## src/rtl/iso_plug_pkg.sv

```systemverilog
package iso_plug_pkg;
  typedef enum logic [1:0] {
    PS_IDLE   = 2'd0,
    PS_READY  = 2'd1,
    PS_ACTIVE = 2'd2,
    PS_SUSP   = 2'd3
  } plug_state_e;

  typedef enum logic [1:0] {
    OP_P2P_ADD = 2'd0,
    OP_P2P_DEL = 2'd1,
    OP_BC_ADD  = 2'd2,
    OP_BC_DEL  = 2'd3
  } plug_op_e;

  localparam logic [2:0] SPEED_BAD_CODE = 3'd7;
endpackage

```

## src/rtl/iso_bchan_calc.sv

```systemverilog
module iso_bchan_calc #(
  parameter int CHAN_W   = 6,
  parameter int PLUG_IDX = 0
) (
  input  logic [CHAN_W-1:0] base_i,
  output logic [CHAN_W-1:0] chan_o
);
  localparam int MODV = (1 << CHAN_W) - 1;
  localparam logic [CHAN_W:0] MODV_W = (CHAN_W+1)'(MODV);
  localparam logic [CHAN_W:0] IDX_W  = (CHAN_W+1)'(PLUG_IDX);

  logic [CHAN_W:0] sum_w;
  logic [CHAN_W:0] red_w;

  always_comb begin
    sum_w = {1'b0, base_i} + IDX_W;
    red_w = (sum_w >= MODV_W) ? (sum_w - MODV_W) : sum_w;
    if ({1'b0, base_i} == MODV_W) chan_o = base_i;
    else                          chan_o = red_w[CHAN_W-1:0];
  end
endmodule

```

## src/rtl/iso_speed_dec.sv

```systemverilog
module iso_speed_dec
  import iso_plug_pkg::*;
(
  input  logic [1:0] spd_i,
  input  logic [1:0] xspd_i,
  output logic [2:0] code_o,
  output logic       bad_o
);
  always_comb begin
    bad_o  = 1'b0;
    code_o = {1'b0, spd_i};
    if (spd_i != 2'd3) begin
      if (xspd_i != 2'd0) bad_o = 1'b1;
    end else begin
      if (xspd_i == 2'd3) bad_o = 1'b1;
      else                code_o = 3'd3 + {1'b0, xspd_i};
    end
    if (bad_o) code_o = SPEED_BAD_CODE;
  end
endmodule

```

## src/rtl/iso_grace_timer.sv

```systemverilog
module iso_grace_timer #(
  parameter int GRACE = 1000
) (
  input  logic clk,
  input  logic rst_n,
  input  logic load_i,
  input  logic clear_i,
  input  logic tick_i,
  output logic busy_o
);
  localparam int CW = $clog2(GRACE + 1);
  localparam logic [CW-1:0] GRACE_V = CW'(GRACE);

  logic [CW-1:0] cnt_q, cnt_d;
  logic          cnt_en;

  always_comb begin
    cnt_d  = cnt_q;
    cnt_en = 1'b0;
    if (clear_i) begin
      cnt_d  = '0;
      cnt_en = 1'b1;
    end else if (load_i) begin
      cnt_d  = GRACE_V;
      cnt_en = 1'b1;
    end else if (tick_i && (cnt_q != '0)) begin
      cnt_d  = cnt_q - 1'b1;
      cnt_en = 1'b1;
    end
  end

  always_ff @(posedge clk or negedge rst_n) begin
    if (!rst_n)      cnt_q <= '0;
    else if (cnt_en) cnt_q <= cnt_d;
  end

  assign busy_o = (cnt_q != '0);
endmodule

```

## src/rtl/iso_plug_ctrl.sv

```systemverilog
module iso_plug_ctrl
  import iso_plug_pkg::*;
#(
  parameter int CNT_W    = 6,
  parameter int CHAN_W   = 6,
  parameter int PLUG_IDX = 0,
  parameter int GRACE_US = 1000
) (
  input  logic              clk,
  input  logic              rst_n,
  input  logic              req_valid_i,
  input  logic [1:0]        req_op_i,
  input  logic [CHAN_W-1:0] req_chan_i,
  input  logic [CHAN_W-1:0] bcast_base_i,
  input  logic              online_i,
  input  logic              bus_reset_i,
  input  logic              us_tick_i,
  input  logic [1:0]        spd_i,
  input  logic [1:0]        xspd_i,
  output logic              tx_en_o,
  output logic [1:0]        state_o,
  output logic [CNT_W-1:0]  p2p_count_o,
  output logic              bcast_o,
  output logic [CHAN_W-1:0] channel_o,
  output logic              req_reject_o,
  output logic [2:0]        speed_code_o,
  output logic              speed_bad_o
);
  localparam logic [CNT_W-1:0] CNT_MAX = '1;

  // reset: asserted asynchronously, released on the clock
  logic [1:0] rsync_q;
  logic       rst_core_n;
  always_ff @(posedge clk or negedge rst_n) begin
    if (!rst_n) rsync_q <= 2'b00;
    else        rsync_q <= {rsync_q[0], 1'b1};
  end
  assign rst_core_n = rsync_q[1];

  logic [CNT_W-1:0]  cnt_q, cnt_d;
  logic              bc_q, bc_d;
  logic [CHAN_W-1:0] chan_q, chan_d;
  plug_state_e       st_q, st_d;
  logic              rej_q, rej_d;
  logic [CHAN_W-1:0] bc_chan;
  logic              was_conn, conn_d;
  logic              grace_busy;

  iso_bchan_calc #(.CHAN_W(CHAN_W), .PLUG_IDX(PLUG_IDX)) u_bchan (
    .base_i (bcast_base_i),
    .chan_o (bc_chan)
  );

  iso_speed_dec u_speed (
    .spd_i  (spd_i),
    .xspd_i (xspd_i),
    .code_o (speed_code_o),
    .bad_o  (speed_bad_o)
  );

  iso_grace_timer #(.GRACE(GRACE_US)) u_grace (
    .clk     (clk),
    .rst_n   (rst_core_n),
    .load_i  (bus_reset_i && (st_q == PS_ACTIVE) && online_i),
    .clear_i (!online_i),
    .tick_i  (us_tick_i),
    .busy_o  (grace_busy)
  );

  // next-state: every register derives from one evaluation, so the
  // visible fields always change together
  always_comb begin
    cnt_d    = cnt_q;
    bc_d     = bc_q;
    chan_d   = chan_q;
    rej_d    = 1'b0;
    was_conn = (cnt_q != '0) || bc_q;
    if (bus_reset_i) begin
      cnt_d = '0;
      bc_d  = 1'b0;
    end else if (req_valid_i) begin
      unique case (plug_op_e'(req_op_i))
        OP_P2P_ADD: begin
          if (cnt_q == CNT_MAX) rej_d = 1'b1;
          else begin
            cnt_d = cnt_q + 1'b1;
            if (!was_conn) chan_d = req_chan_i;
          end
        end
        OP_P2P_DEL: begin
          if (cnt_q == '0) rej_d = 1'b1;
          else             cnt_d = cnt_q - 1'b1;
        end
        OP_BC_ADD: begin
          if (bc_q) rej_d = 1'b1;
          else begin
            bc_d = 1'b1;
            if (cnt_q == '0) chan_d = bc_chan;
          end
        end
        OP_BC_DEL: begin
          if (!bc_q) rej_d = 1'b1;
          else       bc_d  = 1'b0;
        end
        default: rej_d = 1'b0;
      endcase
    end
    conn_d = (cnt_d != '0) || bc_d;
    if (online_i) st_d = conn_d ? PS_ACTIVE : PS_READY;
    else          st_d = conn_d ? PS_SUSP   : PS_IDLE;
  end

  always_ff @(posedge clk or negedge rst_core_n) begin
    if (!rst_core_n) begin
      cnt_q  <= '0;
      bc_q   <= 1'b0;
      chan_q <= '0;
      st_q   <= PS_IDLE;
      rej_q  <= 1'b0;
    end else begin
      cnt_q  <= cnt_d;
      bc_q   <= bc_d;
      chan_q <= chan_d;
      st_q   <= st_d;
      rej_q  <= rej_d;
    end
  end

  assign tx_en_o      = (st_q == PS_ACTIVE) || grace_busy;
  assign state_o      = st_q;
  assign p2p_count_o  = cnt_q;
  assign bcast_o      = bc_q;
  assign channel_o    = chan_q;
  assign req_reject_o = rej_q;
endmodule

```

## config.mk

```make
export PLATFORM = sky130hd
export DESIGN_NAME = iso_plug_ctrl
export DESIGN_NICKNAME = d
export VERILOG_FILES = /design/src/rtl/iso_plug_pkg.sv /design/src/rtl/iso_bchan_calc.sv /design/src/rtl/iso_speed_dec.sv /design/src/rtl/iso_grace_timer.sv /design/src/rtl/iso_plug_ctrl.sv
export SDC_FILE = /design/constraint.sdc
export NUM_CORES = 1
export LEC_CHECK = 0
export BUFFER_PORTS_ARGS = -buffer_cell sky130_fd_sc_hd__buf_2
export CORE_MARGIN = 4
export CORE_UTILIZATION = 45
export CTS_CLUSTER_DIAMETER = 150
export DETAILED_ROUTE_END_ITERATION = 16
export GPL_ROUTABILITY_DRIVEN = 0
export PLACE_DENSITY = 0.7
export SYNTH_ARGS = -nofsm -noshare
export SYNTH_HDL_FRONTEND = slang
export SYNTH_SLANG_ARGS = --single-unit
export TNS_END_PERCENT = 100
```

## constraint.sdc

```tcl
create_clock -name clk -period 2.6 [get_ports clk]
set_input_delay 0.52 -clock clk [delete_from_list [all_inputs] [get_ports clk]]
set_output_delay 0.52 -clock clk [all_outputs]
set_load 0.01 [all_outputs]
```

==> out/summary.log, run 1 <==
qor: run_status.status finished, final reports clean
qor: global_route.antenna_found_initial 0
qor: routing.dr.first_iter.drc_count 88
qor: clocking.cts_max_path_bufs 2
qor: setup_path.worst_ep_required_time 2080 ps
qor: cells_and_area.utilization 55.6%
qor: routing.detail_route.wl_per_cell 13.4 um
qor: yosys.synth.most_common_cell sky130_fd_sc_hd__dfrtp_1
qor: routing.first_pass_iters 4
qor: cells_and_area.drive_above_1_share 28.6%
qor: yosys.synth_top_cells_by_area sky130_fd_sc_hd__dfrtp_1 (41%), sky130_fd_sc_hd__nor2_1 (4.4%), sky130_fd_sc_hd__mux2i_1 (4.1%), sky130_fd_sc_hd__xnor2_1 (3.6%), sky130_fd_sc_hd__nand2_1 (2.6%)
qor: die.core_area 3660 um^2
qor: timing.timing.final.max_slew_violations 0
qor: timing.period_share 96.7%
qor: die.fp.dieH 69.5 um
qor: timing.setup_viol 0
qor: worst_hold_path.worst_hold_path_type in2async
qor: setup_path.start_kind register
qor: power_and_ir_drop.p_leak 0.990 nW
qor: cells_and_area.final_cell_area 2040 um^2
qor: cells_and_area.antenna_cells_inserted 0
qor: clocking.tritoncts yes
qor: global_route.global_route_wire_length_before_repair 6310 um
qor: yosys.synth_enable_flop_cells 0
qor: setup_path.arrival_time_of_data_at_the_critical_path_endpoint 2000 ps
qor: global_route.grt_pass1_vias 1369
qor: setup_path.worst_r2r_startpoint p2p_count_o[1]
qor: die.die_w 69.5 um
qor: routing.detailroute.via_count 1485
qor: clocking.cts_hold_repair.buffers 0
qor: setup_path.timing.rr.end state_o[0]
qor: setup_path.rrSetupSlack 370 ps
qor: clocking.cts-htree-levels 1
qor: job.maxCapViolCount 0
qor: setup_path.timing.reg2reg.worst_path_depth 8
qor: clocking.numCtsBuffers 3
qor: clocking.clock_sink_count 28
qor: timing.fmax 0.398 GHz
qor: timing.period_minus_slack 2520 ps
qor: yosys.syn-instance-count 182
qor: yosys.ys.flop_type sky130_fd_sc_hd__dfrtp_1
qor: die.rows 22
qor: timing.report.final.hold_viol_count 0
qor: power_and_ir_drop.vdd.ir_drop.worst 0.277 mV
qor: place.placement.io_buffers 44
qor: timing.rsz0062_at_grt no
qor: setup_path.cp_max_fo 4
qor: clocking.clk_pin_slew_worst_paths 90 ps
qor: place.detailed_place_hpwl 2760 um
qor: setup_path.crit_type reg2out
qor: routing.drcViolationCount 0
qor: yosys.cell_types_with_the_highest_counts_after_synthesis sky130_fd_sc_hd__dfrtp_1 (28), sky130_fd_sc_hd__nor2_1 (20), sky130_fd_sc_hd__nand2_1 (12), sky130_fd_sc_hd__a21oi_1 (8), sky130_fd_sc_hd__inv_1 (8)
qor: yosys.synth-async-reset-ratio 100%
qor: clocking.clock_root_buffer sky130_fd_sc_hd__clkbuf_8
qor: power_and_ir_drop.p_per_area 769 nW/um^2
qor: yosys.seq_area_frac_synth 41.2%
qor: yosys.synth.distinct_cells 53
qor: routing.drt-total-wl 3690 um
qor: yosys.avgSynthCellArea 9.34 um^2
qor: global_route.gr-total-overflow 0
qor: clocking.clock_latency 260 ps
qor: routing.postRouteAntennaNets 0
qor: yosys.synth.cell_area 1700 um^2
qor: yosys.synth_top_cell_area_share 41.2%
qor: die.io_pins 45
qor: cells_and_area.syn_to_final_growth 19.8%
qor: global_route.grt.total_usage 15.6%
qor: die.die_area 4830 um^2
qor: yosys.ys_seq_elements 28
qor: die.initial_util 46.4%
qor: cells_and_area.fillers 349
qor: setup_path.timing.critical_path.to_type output port
qor: place.postPlaceCellArea 1960 um^2
qor: yosys.synth_net_count 209
qor: timing.whs 17.8 ps
qor: cells_and_area.design.final.nets 255
qor: timing.max_clock_skew 1.43 ps
qor: timing.fin_tns_setup 0 ps
qor: global_route.maximum_number_of_pins_on_one_net_before_global_route_repair 27
qor: routing.via_count_normalized_by_instance_count 5.40
qor: yosys.synthesis.yosys.warnings 0
qor: yosys.synthDominantAreaCellType sky130_fd_sc_hd__dfrtp_1
qor: power_and_ir_drop.totalPowerFinal 1.57 mW
## critical path, stage by stage (launching register included)
cell and delay (ps):
sky130_fd_sc_hd__dfrtp_1 420, sky130_fd_sc_hd__or4_4 550, sky130_fd_sc_hd__or2_4 240, sky130_fd_sc_hd__or4_1 380, sky130_fd_sc_hd__buf_2 150
## logic make-up after synthesis
logic type	Yosys count	share of synthesized area, %
compound gates	39	16.9
xor+xnor	12	6.18
fa+ha+maj	4	2.80
buf+inv	17	4.49
flops	28	41.2
mux	7	4.12
other cells	1	0.221
simple gates	74	24.1
## cell usage in the layout (no fill, tap or decap), drive strengths merged, types with 4 or more instances in the layout
cell type and instances:
a21oi 8, xnor2 7, buf 50, dfrtp 28, nor2 20, inv 8, clkbuf 4, o21ai 8
nor3 7, nand2b 5, xor2 5, mux2i 7, nor2b 4, nand2 14
## worst max path at each step
stage,startpoint,to,cells after the start
global route,u_grace.cnt_q[4],tx_en_o,4
finish,u_grace.cnt_q[4],tx_en_o,4
CTS,u_grace.cnt_q[5],tx_en_o,4
floorplan,u_grace.cnt_q[6],tx_en_o,3
global placement,u_grace.cnt_q[6],tx_en_o,4
detailed placement,u_grace.cnt_q[6],tx_en_o,4
## area by class of cell
| type | count | area (um^2) | area share (%) |
|---|---|---|---|
| timing repair buffer | 50 | 265 | 13.0 |
| multi-input combinational | 137 | 926 | 45.5 |
| inverter | 8 | 30.0 | 1.47 |
| sequential | 28 | 701 | 34.4 |
| clock buffer | 4 | 55.1 | 2.70 |
| tap | 48 | 60.1 | 2.95 |
## power by group
part | internal [mW] | switching (mW)
sequential | 0.549 | 0.0867
clock | 0.135 | 0.124
combinational | 0.331 | 0.342
## layer usage
metal | share of wire [%] | track usage (%) | wire [um]
met4 | 0.49 | 3.25 | 18
met1 | 48 | 21.5 | 1760
met2 | 46 | 24.7 | 1690
met5 | 0 | 0 | 0
met3 | 6.3 | 4.35 | 232
## per-stage QoR
stage,setup WS [ps],instances
6_report,84.9,275
5_1_grt,9.15,275
4_1_cts,34.2,274
3_5_place_dp,236,268
3_3_place_gp,247,268
2_1_floorplan,332,182
## sequential cells by signal, indices dropped and copies added (netlist names)
register and cells:
bcast_o 1, channel_o 6, rsync_q 2, u_grace.cnt_q 10, state_o 2, p2p_count_o 6
req_reject_o 1
## what timing repair did
| item | CTS | global route |
|---|---|---|
| setup endpoints to repair | 1 | 1 |
| pin swaps | 1 | 3 |
| buffers inserted | 2 | 1 |
| hold endpoints to repair | 0 | 0 |
| gates resized for setup | 1 | 0 |
Note: power is estimated with default switching activity, not from simulation.
==> run 2: changes to the inputs <==
- CORE_UTILIZATION: 45 -> 52
- PLACE_DENSITY: 0.7 -> 0.79
- clock period: 2.6 -> 2.35 ns (I/O delays scaled with it)
==> out/summary.log, run 2 (same netlist as run 1, synthesis figures left out) <==
qor: setup_path.start_kind register
qor: clocking.cts_max_path_bufs 2 [unchanged]
qor: power_and_ir_drop.internal_power_component 1.17 mW [+15%]
qor: setup_path.cp_max_fo 2 [-2]
qor: setup_path.arrival_time_of_data_at_the_critical_path_endpoint 2140 ps [+140 ps]
qor: timing.setup_viol 1 [+1]
qor: routing.drcViolationCount 0 [unchanged]
qor: setup_path.cp_cell_sequence or4_4 > or2_4 > or4_4 > buf_6
qor: power_and_ir_drop.p_per_area 869 nW/um^2 [+13%]
qor: die.die_w 65.2 um [-6.2%]
qor: timing.report.final.hold_viol_count 0 [unchanged]
qor: place.detailed_place_hpwl 2890 um [+4.5%]
qor: die.initial_util 54.8% [+8.4 points]
qor: clocking.tritoncts yes
qor: routing.dr.first_iter.drc_count 70 [-20%]
qor: power_and_ir_drop.power_switching_share 35.2% [about the same]
qor: global_route.global_route_wire_length_before_repair 6340 um [+0.44%]
qor: power_and_ir_drop.power_frac_clock 17.6% [+1.1 points]
qor: global_route.maximum_number_of_pins_on_one_net_before_global_route_repair 27 [unchanged]
qor: place.placement.io_buffers 44 [unchanged]
qor: clocking.clock_root_buffer sky130_fd_sc_hd__clkbuf_4
qor: routing.drt-total-wl 3820 um [+3.4%]
qor: timing.layout_setup_ws -263 ps [-348 ps]
qor: timing.rsz0062_at_grt yes
qor: setup_path.timing.critical_path.slowest_cell_delay 530 ps [-20 ps]
qor: worst_hold_path.worst_hold_path_type reg2async
qor: clocking.cts-htree-levels 1 [unchanged]
qor: cells_and_area.largest_register u_grace.cnt_q
qor: global_route.antenna_found_initial 0 [unchanged]
qor: power_and_ir_drop.vdd.ir_drop.worst 0.478 mV [+73%]
qor: setup_path.timing.reg2reg.worst_path_depth 7 [-1]
qor: die.rows 20 [-9.1%]
qor: cells_and_area.antenna_cells_inserted 0 [unchanged]
qor: place.post-place-cells 270 [+0.75%]
qor: cells_and_area.layout.cells.non_filler 276 [+0.36%]
qor: setup_path.worst_ep_required_time 1880 ps [-200 ps]
qor: timing.max_clock_skew 5.38 ps [+3.95 ps]
qor: clocking.clock_latency 330 ps [+70 ps]
qor: routing.via_count_normalized_by_instance_count 5.71 [+5.7%]
qor: cells_and_area.largest_register_ff_count 10 [unchanged]
qor: routing.first_pass_iters 4 [unchanged]
qor: routing.postRouteAntennaNets 0 [unchanged]
qor: global_route.grt_pass1_vias 1432 [+4.6%]
qor: timing.fmax 0.383 GHz
qor: run_status.status finished, violations left
qor: power_and_ir_drop.p_leak 1.02 nW [+2.8%]
qor: power_and_ir_drop.share_comb_of_total_power 43.2% [+0.3 points]
qor: clocking.numCtsBuffers 3 [unchanged]
qor: timing.period_share 111%
qor: global_route.grt.total_usage 18.4% [+2.7 points]
qor: cells_and_area.multi_input_area 930 um^2 [+0.41%]
qor: clocking.clk_pin_slew_worst_paths 160 ps [+70 ps]
qor: cells_and_area.design.final.nets 260 [+2.0%]
qor: setup_path.cpMostUsedCell sky130_fd_sc_hd__or4_4
qor: job.maxCapViolCount 0 [unchanged]
qor: die.die_area 4250 um^2 [-12%]
qor: routing.detail_route.wl_per_cell 13.8 um [+3.0%]
qor: cells_and_area.syn_to_final_growth 22.3%
qor: setup_path.crit_type reg2out
qor: die.io_pins 45 [unchanged]
qor: cells_and_area.fillers 260 [-26%]
qor: routing.detailroute.via_count 1575 [+6.1%]
qor: timing.period_minus_slack 2610 ps
qor: timing.whs 234 ps [+216 ps]
qor: run_status.violations_in_the_final_reports negative setup slack
qor: clocking.clock_sink_count 28 [unchanged]
qor: setup_path.timing.critical_path.to_type output port
qor: power_and_ir_drop.p_seq_share 39.2% [-1.4 points]
qor: timing.timing.final.max_slew_violations 0 [unchanged]
qor: power_and_ir_drop.switchingPower 0.637 mW [+15%]
qor: setup_path.cpMaxStageDelayCell sky130_fd_sc_hd__or4_4
qor: cells_and_area.final-seq-area 701 um^2 [unchanged]
qor: die.fp.dieH 65.2 um [-6.2%]
qor: cells_and_area.most-common-layout-cells sky130_fd_sc_hd__buf_2 (43), sky130_fd_sc_hd__dfrtp_1 (28), sky130_fd_sc_hd__nor2_1 (20)
qor: cells_and_area.layout.cells.most_common sky130_fd_sc_hd__buf_2
qor: cells_and_area.drive_above_1_share 30.2% [+1.5 points]
qor: global_route.gr-total-overflow 0 [unchanged]
qor: die.core_area 3100 um^2 [-15%]
-- run 2: changes by cell type in the layout (fill, tap and decap cells not counted), sizes merged --
cell and delta:
buf +4, bufinv +1, clkbuf -1, dlygate4sd3 +1
-- run 2: layer usage --
metal | track usage [%] | up-vias | part of all wire [%] | routed length (um)
li1 | - | 748 | - | -
met4 | 2.07 | 0 | 0.71 | 27
met2 | 28.6 | 87 | 42 | 1610
met3 | 3.76 | 2 | 10 | 400
met5 | 0 | - | 0 | 0
met1 | 27.3 | 738 | 47 | 1780
-- run 2: repair_timing --
| action | in CTS | in global routing |
|---|---|---|
| buffers inserted | 1 | 0 |
| hold buffers | 1 | 0 |
| gates resized for setup | 1 | 2 |
| pin swaps | 0 | 1 |
| setup endpoints to repair | 1 | 1 |
| hold endpoints to repair | 2 | 0 |
-- run 2: worst max-delay path, delay by kind of cell (launching register included) --
kind / cells / cell delay [ps]
buffers and inverters: 1 / 140
flip-flops: 1 / 420
AND/OR/NAND/NOR: 3 / 1250
-- run 2: cell type report --
cell class | instances | share of cell area [%]
Tap cell | 44 | 2.65
Clock inverter | 1 | 1.44
Multi-Input combinational cell | 137 | 44.7
Sequential cell | 28 | 33.7
Inverter | 8 | 1.44
Clock buffer | 3 | 1.08
Timing Repair Buffer | 55 | 15.0
-- run 2: stage by stage --
step | worst slack [ps] | cell area (um^2) | TNS [ps] | power [mW] | util, %
2_1_floorplan | 132 | 1700 | 0 | 1.22 | -
3_3_place_gp | 74.7 | 2000 | 0 | 1.42 | 64.4
3_5_place_dp | 24.2 | 2000 | 0 | 1.45 | 64.4
4_1_cts | -298 | 2070 | -298 | 1.79 | 66.7
5_1_grt | -314 | 2080 | -314 | 1.93 | 67.0
6_report | -263 | 2080 | -263 | 1.81 | 67.0
-- run 2: worst paths after layout --
kind / end / start / slack, ps
setup reg to reg: u_grace.cnt_q[6] / u_grace.cnt_q[6] / 170
hold / removal: p2p_count_o[5] / rsync_q[1] / 230
hold reg to reg: p2p_count_o[5] / rsync_q[1] / 230
min in group clk: req_reject_o / req_op_i[1] / 370
max in group asynchronous: rsync_q[1] / rst_n / 1820
setup / recovery: tx_en_o / u_grace.cnt_q[6] / -260
-- run 2: power groups by stage --
| stage | logic (mW) | clock network [mW] | registers [mW] |
|---|---|---|---|
| floorplan | 0.489 | 0 | 0.732 |
| global placement | 0.713 | 0 | 0.710 |
| detailed placement | 0.735 | 0 | 0.716 |
| CTS | 0.758 | 0.326 | 0.706 |
| global route | 0.865 | 0.342 | 0.726 |
| finish | 0.780 | 0.319 | 0.709 |
==> run 3: changes to the inputs <==
- RECOVER_POWER: default -> 50
==> out/summary.log, run 3 (same netlist as run 1, synthesis figures left out) <==
qor: cells_and_area.largest_register u_grace.cnt_q
qor: setup_path.worst_ep_required_time 1880 ps [about the same]
qor: global_route.antenna_found_initial 0 [unchanged]
qor: worst_hold_path.worst_hold_path_type in2reg
qor: timing.report.final.hold_viol_count 0 [unchanged]
qor: timing.period_minus_slack 2610 ps [+1.14 ps]
qor: power_and_ir_drop.vdd.ir_drop.worst 0.480 mV [+0.32%]
qor: die.io_pins 45 [unchanged]
qor: die.core_area 3100 um^2 [unchanged]
qor: cells_and_area.drive_above_1_share 26.3% [-3.9 points]
qor: setup_path.cp_max_fo 2 [unchanged]
qor: routing.drcViolationCount 0 [unchanged]
qor: routing.detail_route.wl_per_cell 13.8 um [about the same]
qor: die.fp.dieH 65.2 um [unchanged]
qor: cells_and_area.multi_input_area 930 um^2 [unchanged]
qor: cells_and_area.largest_register_ff_count 10 [unchanged]
qor: timing.fmax 0.383 GHz [about the same]
qor: cells_and_area.fillers 267 [+2.7%]
qor: setup_path.arrival_time_of_data_at_the_critical_path_endpoint 2140 ps [about the same]
qor: place.post-place-cells 270 [unchanged]
qor: run_status.violations_in_the_final_reports negative setup slack
qor: run_status.status finished, violations left
qor: cells_and_area.layout.cells.non_filler 276 [unchanged]
qor: timing.fin_tns_setup -264 ps [-1.14 ps]
qor: timing.setup_viol 1 [unchanged]
qor: clocking.clk_pin_slew_worst_paths 160 ps [about the same]
qor: cells_and_area.design.final.nets 260 [unchanged]
qor: die.initial_util 54.8% [unchanged]
qor: timing.worst_slew_pin_slew 1370 ps
qor: timing.timing.final.max_slew_violations 0 [unchanged]
qor: timing.rsz0062_at_grt yes
qor: timing.period_share 111% [about the same]
qor: setup_path.timing.critical_path.to_type output port
qor: routing.postRouteAntennaNets 0 [unchanged]
qor: power_and_ir_drop.totalPowerFinal 1.80 mW [-0.28%]
qor: cells_and_area.final_cell_area 2070 um^2 [-0.66%]
qor: clocking.clock_root_buffer sky130_fd_sc_hd__clkbuf_4
qor: clocking.cts-htree-levels 1 [unchanged]
qor: timing.timing.max_slew.rel_slack 8.47%
qor: cells_and_area.most-common-layout-cells sky130_fd_sc_hd__buf_2 (35), sky130_fd_sc_hd__dfrtp_1 (28), sky130_fd_sc_hd__nor2_1 (20)
qor: cells_and_area.syn_to_final_growth 21.5%
qor: routing.dr.first_iter.drc_count 63 [-10%]
qor: global_route.maximum_number_of_pins_on_one_net_before_global_route_repair 27 [unchanged]
qor: timing.layout_setup_ws -264 ps [-1.14 ps]
qor: global_route.gr-total-overflow 0 [unchanged]
qor: routing.via_count_normalized_by_instance_count 5.61 [-1.7%]
qor: power_and_ir_drop.p_leak 0.993 nW [-2.4%]
qor: clocking.tritoncts yes
qor: routing.drt-total-wl 3820 um [about the same]
qor: cells_and_area.layout.cells.most_common sky130_fd_sc_hd__buf_2
qor: setup_path.crit_type reg2out
qor: cells_and_area.final-seq-area 701 um^2 [unchanged]
qor: clocking.clock_latency 330 ps [about the same]
qor: job.maxCapViolCount 0 [unchanged]
qor: cells_and_area.antenna_cells_inserted 0 [unchanged]
qor: routing.first_pass_iters 4 [unchanged]
qor: power_and_ir_drop.p_per_area 873 nW/um^2 [+0.39%]
qor: place.placement.io_buffers 44 [unchanged]
qor: global_route.global_route_wire_length_before_repair 6340 um [unchanged]
qor: routing.detailroute.via_count 1548 [-1.7%]
qor: place.detailedPlace.worstSlack 24.2 ps [unchanged]
qor: global_route.grt.total_usage 18.4% [unchanged]
qor: place.detailed_place_hpwl 2890 um [unchanged]
qor: clocking.numCtsBuffers 3 [unchanged]
qor: die.rows 20 [unchanged]
qor: setup_path.start_kind register
qor: clocking.clock_sink_count 28 [unchanged]
qor: place.postPlaceCellArea 2000 um^2 [unchanged]
qor: global_route.grt_pass1_vias 1432 [unchanged]
qor: timing.max_clock_skew 3.06 ps [-2.32 ps]
qor: clocking.cts_max_path_bufs 2 [unchanged]
qor: die.die_area 4250 um^2 [unchanged]
qor: die.die_w 65.2 um [unchanged]
## run 3: changes by cell type in the layout (fill, tap and decap cells not counted)
cell,previous run,this run
sky130_fd_sc_hd__buf_2,43,35
sky130_fd_sc_hd__buf_4,10,9
sky130_fd_sc_hd__clkbuf_1,0,9
## run 3: routing by layer
metal  GRT usage [%]  share of wire (%)  vias up
met5               0                  0        -
met4            2.07               0.71        0
met3            3.76                9.5        2
met2            28.6                 42       69
met1            27.3                 47      731
li1                -                  -      746
## run 3: report_power, final
group / internal (mW) / switching (mW) / leakage (nW)
clock: 0.173 / 0.149 / 0.0279
sequential: 0.607 / 0.103 / 0.355
combinational: 0.381 / 0.390 / 0.610
total: 1.16 / 0.642 / 0.993
## run 3: repair_timing
item / 4_1_cts / 5_1_grt
setup endpoints to repair: 1 / 1
gates resized for setup: 1 / 2
pin swaps: 0 / 1
hold buffers: 1 / 0
setup buffers: 1 / 0
endpoints found under the hold margin: 2 / 0
cloned: 0 / 0
## run 3: worst paths after layout
check | cells past startpoint | startpoint | endpoint | slack (ps)
setup / recovery | 4 | u_grace.cnt_q[6] | tx_en_o | -260
hold / removal | 2 | req_op_i[1] | req_reject_o | 360
setup reg to reg | 7 | u_grace.cnt_q[6] | u_grace.cnt_q[6] | 170
hold reg to reg | 0 | rsync_q[0] | rsync_q[1] | 380
max in group asynchronous | 1 | rsync_q[1] | u_grace.cnt_q[9] | 910
min in group asynchronous | 2 | rst_n | rsync_q[0] | 440
## run 3: cell type report
class,instances,area share (%)
multi-input combinational,137,45.0
sequential,28,33.9
timing repair buffer,55,14.4
tap,44,2.67
clock inverter,1,1.45
inverter,8,1.45
clock buffer,3,1.09
## run 3: critical path, stage by stage, from the launching register on
cell and delay (ps):
sky130_fd_sc_hd__dfrtp_1 420, sky130_fd_sc_hd__or4_4 530, sky130_fd_sc_hd__or2_4 240, sky130_fd_sc_hd__or4_4 480, sky130_fd_sc_hd__buf_6 140
## run 3: metrics by stage
step	hold slack (ps)	util (%)
after floorplan	174	-
after global placement	231	64.4
after detailed placement	240	64.4
after CTS	254	66.7
after global routing	367	66.6
final	360	66.6
